File: src/rtl/fsk_demod_pkg.sv
// Package: shared helpers for the two-stage FSK demodulator.
// Assumes clock frequencies in Hz and timeouts in whole microseconds.
package fsk_demod_pkg;

    // Convert a time in microseconds to clock cycles at clk_hz, rounded, never below 1.
    function automatic int unsigned us_to_cycles(input longint unsigned clk_hz,
                                                 input int unsigned us);
        longint unsigned prod;
        prod = (clk_hz * longint'(us) + 64'd500000) / 64'd1000000;
        if (prod == 0) begin
            prod = 1;
        end
        return int'(prod);
    endfunction

    // Counter width able to hold values 0..max_val.
    function automatic int unsigned cnt_width(input int unsigned max_val);
        int unsigned w;
        w = $clog2(max_val + 1);
        if (w == 0) begin
            w = 1;
        end
        return w;
    endfunction

endpackage

File: src/rtl/fsk_in_sync.sv
// Module: fsk_in_sync
// Brings the asynchronous tone input into the clock domain through a chain
// of STAGES flip-flops. Assumes STAGES >= 2. Reset loads the idle level
// (high), so the low-time timer downstream starts out cleared.
module fsk_in_sync #(
    parameter int unsigned STAGES = 2
) (
    input  logic clk,
    input  logic rst_n,
    input  logic async_in,
    output logic sync_out
);

    logic [STAGES-1:0] chain_q;

    generate
        genvar gi;
        for (gi = 0; gi < STAGES; gi++) begin : g_stage
            if (gi == 0) begin : g_first
                // Capture the raw input into the first stage.
                always_ff @(posedge clk) begin
                    if (!rst_n) begin
                        chain_q[0] <= 1'b1;
                    end else begin
                        chain_q[0] <= async_in;
                    end
                end
            end else begin : g_next
                // Shift the previous stage forward.
                always_ff @(posedge clk) begin
                    if (!rst_n) begin
                        chain_q[gi] <= 1'b1;
                    end else begin
                        chain_q[gi] <= chain_q[gi-1];
                    end
                end
            end
        end
    endgenerate

    assign sync_out = chain_q[STAGES-1];

endmodule

File: src/rtl/fsk_low_timer.sv
// Module: fsk_low_timer
// First stage. A one-shot held clear while the synchronized input is high.
// It counts consecutive low cycles and emits a one-cycle pulse on the cycle
// the count reaches LOW_CYC. The count then saturates, so one low interval
// fires at most once. Assumes LOW_CYC >= 1.
module fsk_low_timer #(
    parameter int unsigned LOW_CYC = 300
) (
    input  logic clk,
    input  logic rst_n,
    input  logic level_in,
    output logic fire_o
);

    import fsk_demod_pkg::*;

    localparam int unsigned CW = cnt_width(LOW_CYC);
    localparam logic [CW-1:0] LIMIT  = CW'(LOW_CYC);
    localparam logic [CW-1:0] ARMPNT = CW'(LOW_CYC - 1);

    logic [CW-1:0] low_cnt_q;
    logic          at_limit;
    logic          about_to_fire;

    assign at_limit      = (low_cnt_q == LIMIT);
    assign about_to_fire = !level_in && (low_cnt_q == ARMPNT);

    // Count low cycles, clear on high, hold at the limit.
    always_ff @(posedge clk) begin
        if (!rst_n) begin
            low_cnt_q <= '0;
        end else if (level_in) begin
            low_cnt_q <= '0;
        end else if (!at_limit) begin
            low_cnt_q <= low_cnt_q + CW'(1);
        end
    end

    // Register the single-cycle timeout pulse.
    always_ff @(posedge clk) begin
        if (!rst_n) begin
            fire_o <= 1'b0;
        end else begin
            fire_o <= about_to_fire;
        end
    end

endmodule

File: src/rtl/fsk_hold_timer.sv
// Module: fsk_hold_timer
// Second stage. A retriggerable one-shot reloaded to HOLD_CYC by every
// first-stage pulse and counting down to zero otherwise. It is active while
// the count is non-zero. Assumes HOLD_CYC exceeds the pulse spacing of the
// slow tone, so a steady slow tone keeps it active without a gap.
module fsk_hold_timer #(
    parameter int unsigned HOLD_CYC = 1100
) (
    input  logic clk,
    input  logic rst_n,
    input  logic trig_in,
    output logic active_o
);

    import fsk_demod_pkg::*;

    localparam int unsigned CW = cnt_width(HOLD_CYC);
    localparam logic [CW-1:0] RELOAD = CW'(HOLD_CYC);

    logic [CW-1:0] hold_cnt_q;

    // Reload on a trigger, otherwise count down to zero.
    always_ff @(posedge clk) begin
        if (!rst_n) begin
            hold_cnt_q <= '0;
        end else if (trig_in) begin
            hold_cnt_q <= RELOAD;
        end else if (hold_cnt_q != '0) begin
            hold_cnt_q <= hold_cnt_q - CW'(1);
        end
    end

    assign active_o = (hold_cnt_q != '0);

endmodule

File: src/rtl/fsk_tone_demod.sv
// Module: fsk_tone_demod (top)
// Two-stage FSK demodulator: synchronizer, low-time one-shot and
// retriggerable hold one-shot. bit_out is high for the fast tone and low for
// the slow tone. Assumes the input is already sliced to a clean square wave.
// Timeouts are given in microseconds and converted with CLK_HZ.
module fsk_tone_demod #(
    parameter longint unsigned CLK_HZ      = 64'd1000000,
    parameter int unsigned     LOW_US      = 300,
    parameter int unsigned     HOLD_US     = 1100,
    parameter int unsigned     SYNC_STAGES = 2
) (
    input  logic clk,
    input  logic rst_n,
    input  logic tone_in,
    output logic bit_out,
    output logic pulse_dbg
);

    import fsk_demod_pkg::*;

    localparam int unsigned LOW_CYC  = us_to_cycles(CLK_HZ, LOW_US);
    localparam int unsigned HOLD_CYC = us_to_cycles(CLK_HZ, HOLD_US);

    logic tone_sync;
    logic low_fire;
    logic hold_active;

    fsk_in_sync #(
        .STAGES (SYNC_STAGES)
    ) u_sync (
        .clk      (clk),
        .rst_n    (rst_n),
        .async_in (tone_in),
        .sync_out (tone_sync)
    );

    fsk_low_timer #(
        .LOW_CYC (LOW_CYC)
    ) u_low (
        .clk      (clk),
        .rst_n    (rst_n),
        .level_in (tone_sync),
        .fire_o   (low_fire)
    );

    fsk_hold_timer #(
        .HOLD_CYC (HOLD_CYC)
    ) u_hold (
        .clk      (clk),
        .rst_n    (rst_n),
        .trig_in  (low_fire),
        .active_o (hold_active)
    );

    assign bit_out   = !hold_active;
    assign pulse_dbg = low_fire;

endmodule

File: config.mk
export PLATFORM = sky130hd
export DESIGN_NAME = fsk_tone_demod
export DESIGN_NICKNAME = d
export VERILOG_FILES = /design/src/rtl/fsk_demod_pkg.sv /design/src/rtl/fsk_in_sync.sv /design/src/rtl/fsk_low_timer.sv /design/src/rtl/fsk_hold_timer.sv /design/src/rtl/fsk_tone_demod.sv
export SDC_FILE = /design/constraint.sdc
export NUM_CORES = 1
export LEC_CHECK = 0
export BUFFER_PORTS_ARGS = -buffer_cell sky130_fd_sc_hd__buf_2
export CAP_MARGIN = 20
export CORE_UTILIZATION = 55
export CTS_BUF_LIST = sky130_fd_sc_hd__clkbuf_4 sky130_fd_sc_hd__clkbuf_8
export DETAILED_ROUTE_END_ITERATION = 16
export GPL_TIMING_DRIVEN = 0
export PLACE_DENSITY_LB_ADDON = 0.08
export SYNTH_ARGS = -nofsm -noshare
export SYNTH_HDL_FRONTEND = slang
export SYNTH_HIERARCHICAL = 1
export SYNTH_SLANG_ARGS = --single-unit
File: constraint.sdc
create_clock -name clk -period 2.05 [get_ports clk]
set_input_delay 0.615 -clock clk [delete_from_list [all_inputs] [get_ports clk]]
set_output_delay 0.615 -clock clk [all_outputs]
set_load 0.05 [all_outputs]
# Yosys cells after proc, flatten, opt, wreduce, memory -nomap -nowiden
# Index checks and enable logic that the tools add are counted.
[classes]
addsub = 2
n_eq_ne = 2
n_mux = 2
bitwise = 1
n_reduce_logical = 7
[op_table]
columns = ["op", "count"]
rows = [
  ["2-to-1 mux 11 bit", 2],
  ["== test 9 bit, second input constant", 2],
  ["nonzero test 11 bit", 1],
  ["subtractor 11 x 1 -> 11 bit, second input constant", 1],
  ["adder 9 x 1 -> 9 bit, second input constant", 1],
  ["OR reduction 2 bit", 2],
  ["zero test 1 bit", 2],
  ["nonzero test 2 bit", 1],
  ["logical AND 1 bit", 1],
  ["NOT 1 bit", 1],
]
[word_totals]
reg_bits = 23
inputBits = 3
out_inout_bits = 2

# Logic depth before layout (Yosys ltp)
[logic_depth]
ltp_word = 3
depth_mapped = 6
mapped_depth_nobuf = 6

# Hierarchy
# The synthesis kept the hierarchy.
[modules_own_cells]
columns = ["module", "n_inst", "cells_each", "area_each_um2", "seq_area_each_um2"]
rows = [
  ["fsk_hold_timer", 1, 64, 589.3, 220.2],
  ["fsk_low_timer", 1, 58, 479.2, 200.2],
  ["fsk_in_sync", 1, 4, 52.6, 40.0],
  ["fsk_tone_demod", 1, 1, 3.8, 0.0],
]

# Least setup slack after synthesis
# OpenSTA, ideal clock, no wires.
[synth_path]
path_type = "flip-flop to output port"
start = "register u_hold.hold_cnt_q[0]"
end = "output bit_out"
arrival_ns = 1.473
required_ns = 1.435
setup_slack_ns = -0.038
path_stages_with_launch = 6
path_buffers = 0
path_cell_list = "dfxtp_1 -> inv_1 -> ha_1 -> nor4b_2 -> nand3_2 -> inv_1"
[synth_via]
elab_chain_cells = 2
[synth_lines]
columns = ["element", "line_no", "rtl"]
rows = [
  ["start, declared", "fsk_hold_timer.sv:20", "logic [CW-1:0] hold_cnt_q;"],
  ["start signal, assigned", "fsk_hold_timer.sv:29", "hold_cnt_q <= hold_cnt_q - CW'(1);"],
  ["nonzero test 11 bit", "fsk_hold_timer.sv:33", "assign active_o = (hold_cnt_q != '0);"],
  ["via hold_active", "fsk_tone_demod.sv:26", "logic hold_active;"],
  ["zero test 1 bit", "fsk_tone_demod.sv:55", "assign bit_out = !hold_active;"],
  ["end, declared", "fsk_tone_demod.sv:15", "output logic bit_out,"],
]
# The timed path passes the listed nets, and every way through them passes these cells.

# Worst setup path after layout
[layout_path]
start = "register u_hold.hold_cnt_q[1]"
end = "output bit_out"
# The elaborated chain is that of the path after synthesis.

==> results_dict.tcl <==
set metrics [dict create \
    status "finished, violations left" \
    violations "negative setup slack" \
    vias 932 \
    power_density_nw_per_um2 1537 \
    critical_path_class "reg2out" \
    hp-class "reg2reg" \
    num_antenna_cells 0 \
    period_minus_slack_ns 2.095 \
    reg2reg_depth 8 \
    drt_first_pass_iters 4 \
    cts_buffers 3 \
    critPathBufInv 3 \
    cp_max_fo 2 \
    synth.top_cell.area_share_pct 40.93 \
    switching_share_pct 40.14 \
    hold_start "u_sync/chain_q[0]$_SDFF_PN1_" \
    synth_edf_count 0 \
    overflow 0 \
    syn-mean-instance-area_um2 8.857 \
    die_h_um 47.23 \
    synth_ff_type "dfxtp_1" \
    dp_cells 156 \
    clock_latency_ns 0.32 \
    initial_core_util_pct 61.79 \
    syn_area_um2 1125 \
    dp_slack_ns -0.2761 \
    cp.arrival_ns 1.48 \
    antenna_found_initial 0 \
    setup_viol 1 \
    required_ns 1.43 \
    holdBufCountCts 0 \
    timing.final.ws_setup_ns -0.04545 \
    cts_tree "done" \
    finalMaxSlewViolations 0 \
    drtIter0Drc 22 \
    r2r_end "u_hold/hold_cnt_q[6]$_SDFFE_PN0P_" \
    via_per_inst 5.548 \
    syn_nets 134 \
    yosysSeqAreaShare_pct 40.93 \
    cts_htree_levels 1 \
    async_flop_share_pct 0 \
    ant_nets 0 \
    critPathSlowestCell "dfxtp_2" \
    finalNetCount 151 \
    ys_types 36 \
    finalCritPeriodShare_pct 102.2 \
    fmax_mhz 477.2 \
    ys_seq_elements 23 \
    rrSetupSlack_ns 0.15 \
    cts.sinks 23 \
    fin_area_um2 1304 \
    place.gp.congestion 0.8043 \
    grt_pass1_vias 802 \
    synth_top_area_cell "dfxtp_1" \
    sequentialPowerShare_pct 35.1 \
    core_um2 1821 \
    startpoint_type "register" \
    cap_violations 0 \
    synth_cells 127 \
    num_io_pins 5 \
    port_buffers 4 \
    skew_ns 0.008239 \
    dieArea_um2 2230 \
    p_int_w 0.001200 \
    relSlewSlack_pct 70.82 \
    track_usage_pct 22.92 \
    cts_buffer_depth 2 \
    hold_path_end "u_sync/sync_out$_SDFF_PN1_" \
    synth_common_cells "dfxtp_1, nor2_1, inv_1, nand2_1, a21oi_1" \
    crit_family "simple AND/OR/NAND/NOR gates" \
    p_switching_w 0.0008045 \
    endpoint_kind "primary output" \
    clk_pin_slew_ns 0.11 \
    hold_path_depth 1 \
    final_layout_size_suffix_gt1_share_pct 21.68 \
    dp_hpwl_um 1492 \
    slowest_delay_ns 0.35 \
    clockRootBuffer "clkbuf_4" \
    r2r_start "u_hold/hold_cnt_q[1]$_SDFFE_PP0P_" \
    placed_cell_area_um2 1180 \
    peakVddDrop_mv 1.002 \
    routed_wl_um 2291 \
    rsz0062_at_grt "true" \
    grt_max_degree 13 \
    grt_pass1_wl_um 3519 \
    worstMarginPinSlew_ns 0.4377 \
    path_cells "inv_2 -> ha_4 -> nor4b_4 -> nand3_2 -> clkinvlp_4 -> buf_8" \
    route.detailed.drc 0 \
    synth_warnings 6 \
    stdcell_count 168 \
    fp-row-count 15 \
    power.share.clock_pct 11.1 \
    wl_per_cell_um 13.64 \
    p_leak_nw 0.4602 \
    die_w_um 47.23 \
    ys_top_cells_by_area "dfxtp_1, ha_1, or3_1" \
    synth.most_common_cell "dfxtp_1" \
    combPwrFrac_pct 53.8 \
    hold_violations 0 \
    area_growth_pct 15.91 \
]
-- through the flow --
| step | util [%] | setup TNS [ns] | hold WS, ns | total power, W |
|---|---|---|---|---|
| finish | 71.62 | -0.04545 | 0.4218 | 0.002004 |
| global route | 71.62 | -0.1290 | 0.4317 | 0.002139 |
| CTS | 71.20 | -0.03584 | 0.4221 | 0.001959 |
| detailed placement | 64.81 | -0.2761 | 0.3937 | 0.001508 |
| global placement | 64.81 | -0.2609 | 0.3947 | 0.001484 |
| floorplan | - | 0 | 0.3863 | 0.001360 |
-- flip-flops by register name, summed over array words and instances, names as in the netlist --
name	flops
u_hold/hold_cnt_q	11
u_low/fire_o	1
u_low/low_cnt_q	9
u_sync/chain_q	1
u_sync/sync_out	1
-- cells in the final DEF, fill, tap and decap left out, types with 4 or more instances in the layout --
cell type | netlist | final
dfxtp_1 | 23 | 21
nor2_1 | 11 | 11
nand2_1 | 9 | 9
a21oi_1 | 8 | 8
buf_4 | 0 | 8
or3_1 | 7 | 7
inv_1 | 9 | 6
o21ai_0 | 6 | 6
xnor2_1 | 5 | 5
a31oi_1 | 5 | 5
nand3_1 | 5 | 5
clkbuf_4 | 0 | 4
buf_2 | 1 | 4
-- metal layers --
metal	routed length [µm]	part of all wire (%)	track usage (%)	up-vias
li1	-	-	-	486
met1	1207	53	30.12	427
met2	999	44	35.89	14
met3	56	2.4	6.923	5
met4	27	1.2	7.429	0
met5	0	0	0	-
-- power by group through the flow --
| stage | combinational, W | clock (W) | sequential [W] |
|---|---|---|---|
| 2_1_floorplan | 0.000686 | 0 | 0.000674 |
| 3_5_place_dp | 0.000806 | 0 | 0.000702 |
| 6_report | 0.00108 | 0.000222 | 0.000704 |
| 3_3_place_gp | 0.000788 | 0 | 0.000696 |
| 5_1_grt | 0.00117 | 0.000247 | 0.000723 |
| 4_1_cts | 0.00103 | 0.000231 | 0.000697 |
-- kinds of logic (layout without fill, tap and decap cells) --
kind of cell / Yosys count / in the layout / share of synthesized area [%]
mux: 1 / 1 / 0.8899
flops: 23 / 23 / 40.93
buf+inv: 11 / 27 / 3.781
xor+xnor: 5 / 5 / 3.893
fa+ha+maj: 4 / 4 / 4.450
simple gates: 56 / 56 / 31.03
compound gates: 27 / 27 / 15.02
-- worst max path at each step --
stage | from | to | cells after the start
2_1_floorplan | u_hold/hold_cnt_q[0]$_SDFFE_PP0P_ | bit_out | 5
3_3_place_gp | u_hold/hold_cnt_q[0]$_SDFFE_PP0P_ | bit_out | 6
3_5_place_dp | u_hold/hold_cnt_q[0]$_SDFFE_PP0P_ | bit_out | 6
4_1_cts | u_hold/hold_cnt_q[1]$_SDFFE_PP0P_ | bit_out | 6
5_1_grt | u_hold/hold_cnt_q[0]$_SDFFE_PP0P_ | bit_out | 6
6_report | u_hold/hold_cnt_q[1]$_SDFFE_PP0P_ | bit_out | 6
-- what timing repair did --
action | CTS | global route
pin swaps | 2 | 1
setup endpoints to repair | 1 | 1
buffers inserted | 7 | 1
resized for setup | 10 | 0
-- layout make-up --
| class | count | area, µm² |
|---|---|---|
| repair buffers | 12 | 90.09 |
| flip-flops and latches | 23 | 462.9 |
| clock buffers | 4 | 30.03 |
| well taps | 25 | 31.28 |
| inverters | 9 | 37.54 |
| fillers | 133 | 516.7 |
| multi-input cells | 93 | 643.1 |
| plain buffers | 2 | 8.758 |
(Power assumes the default switching activity.)
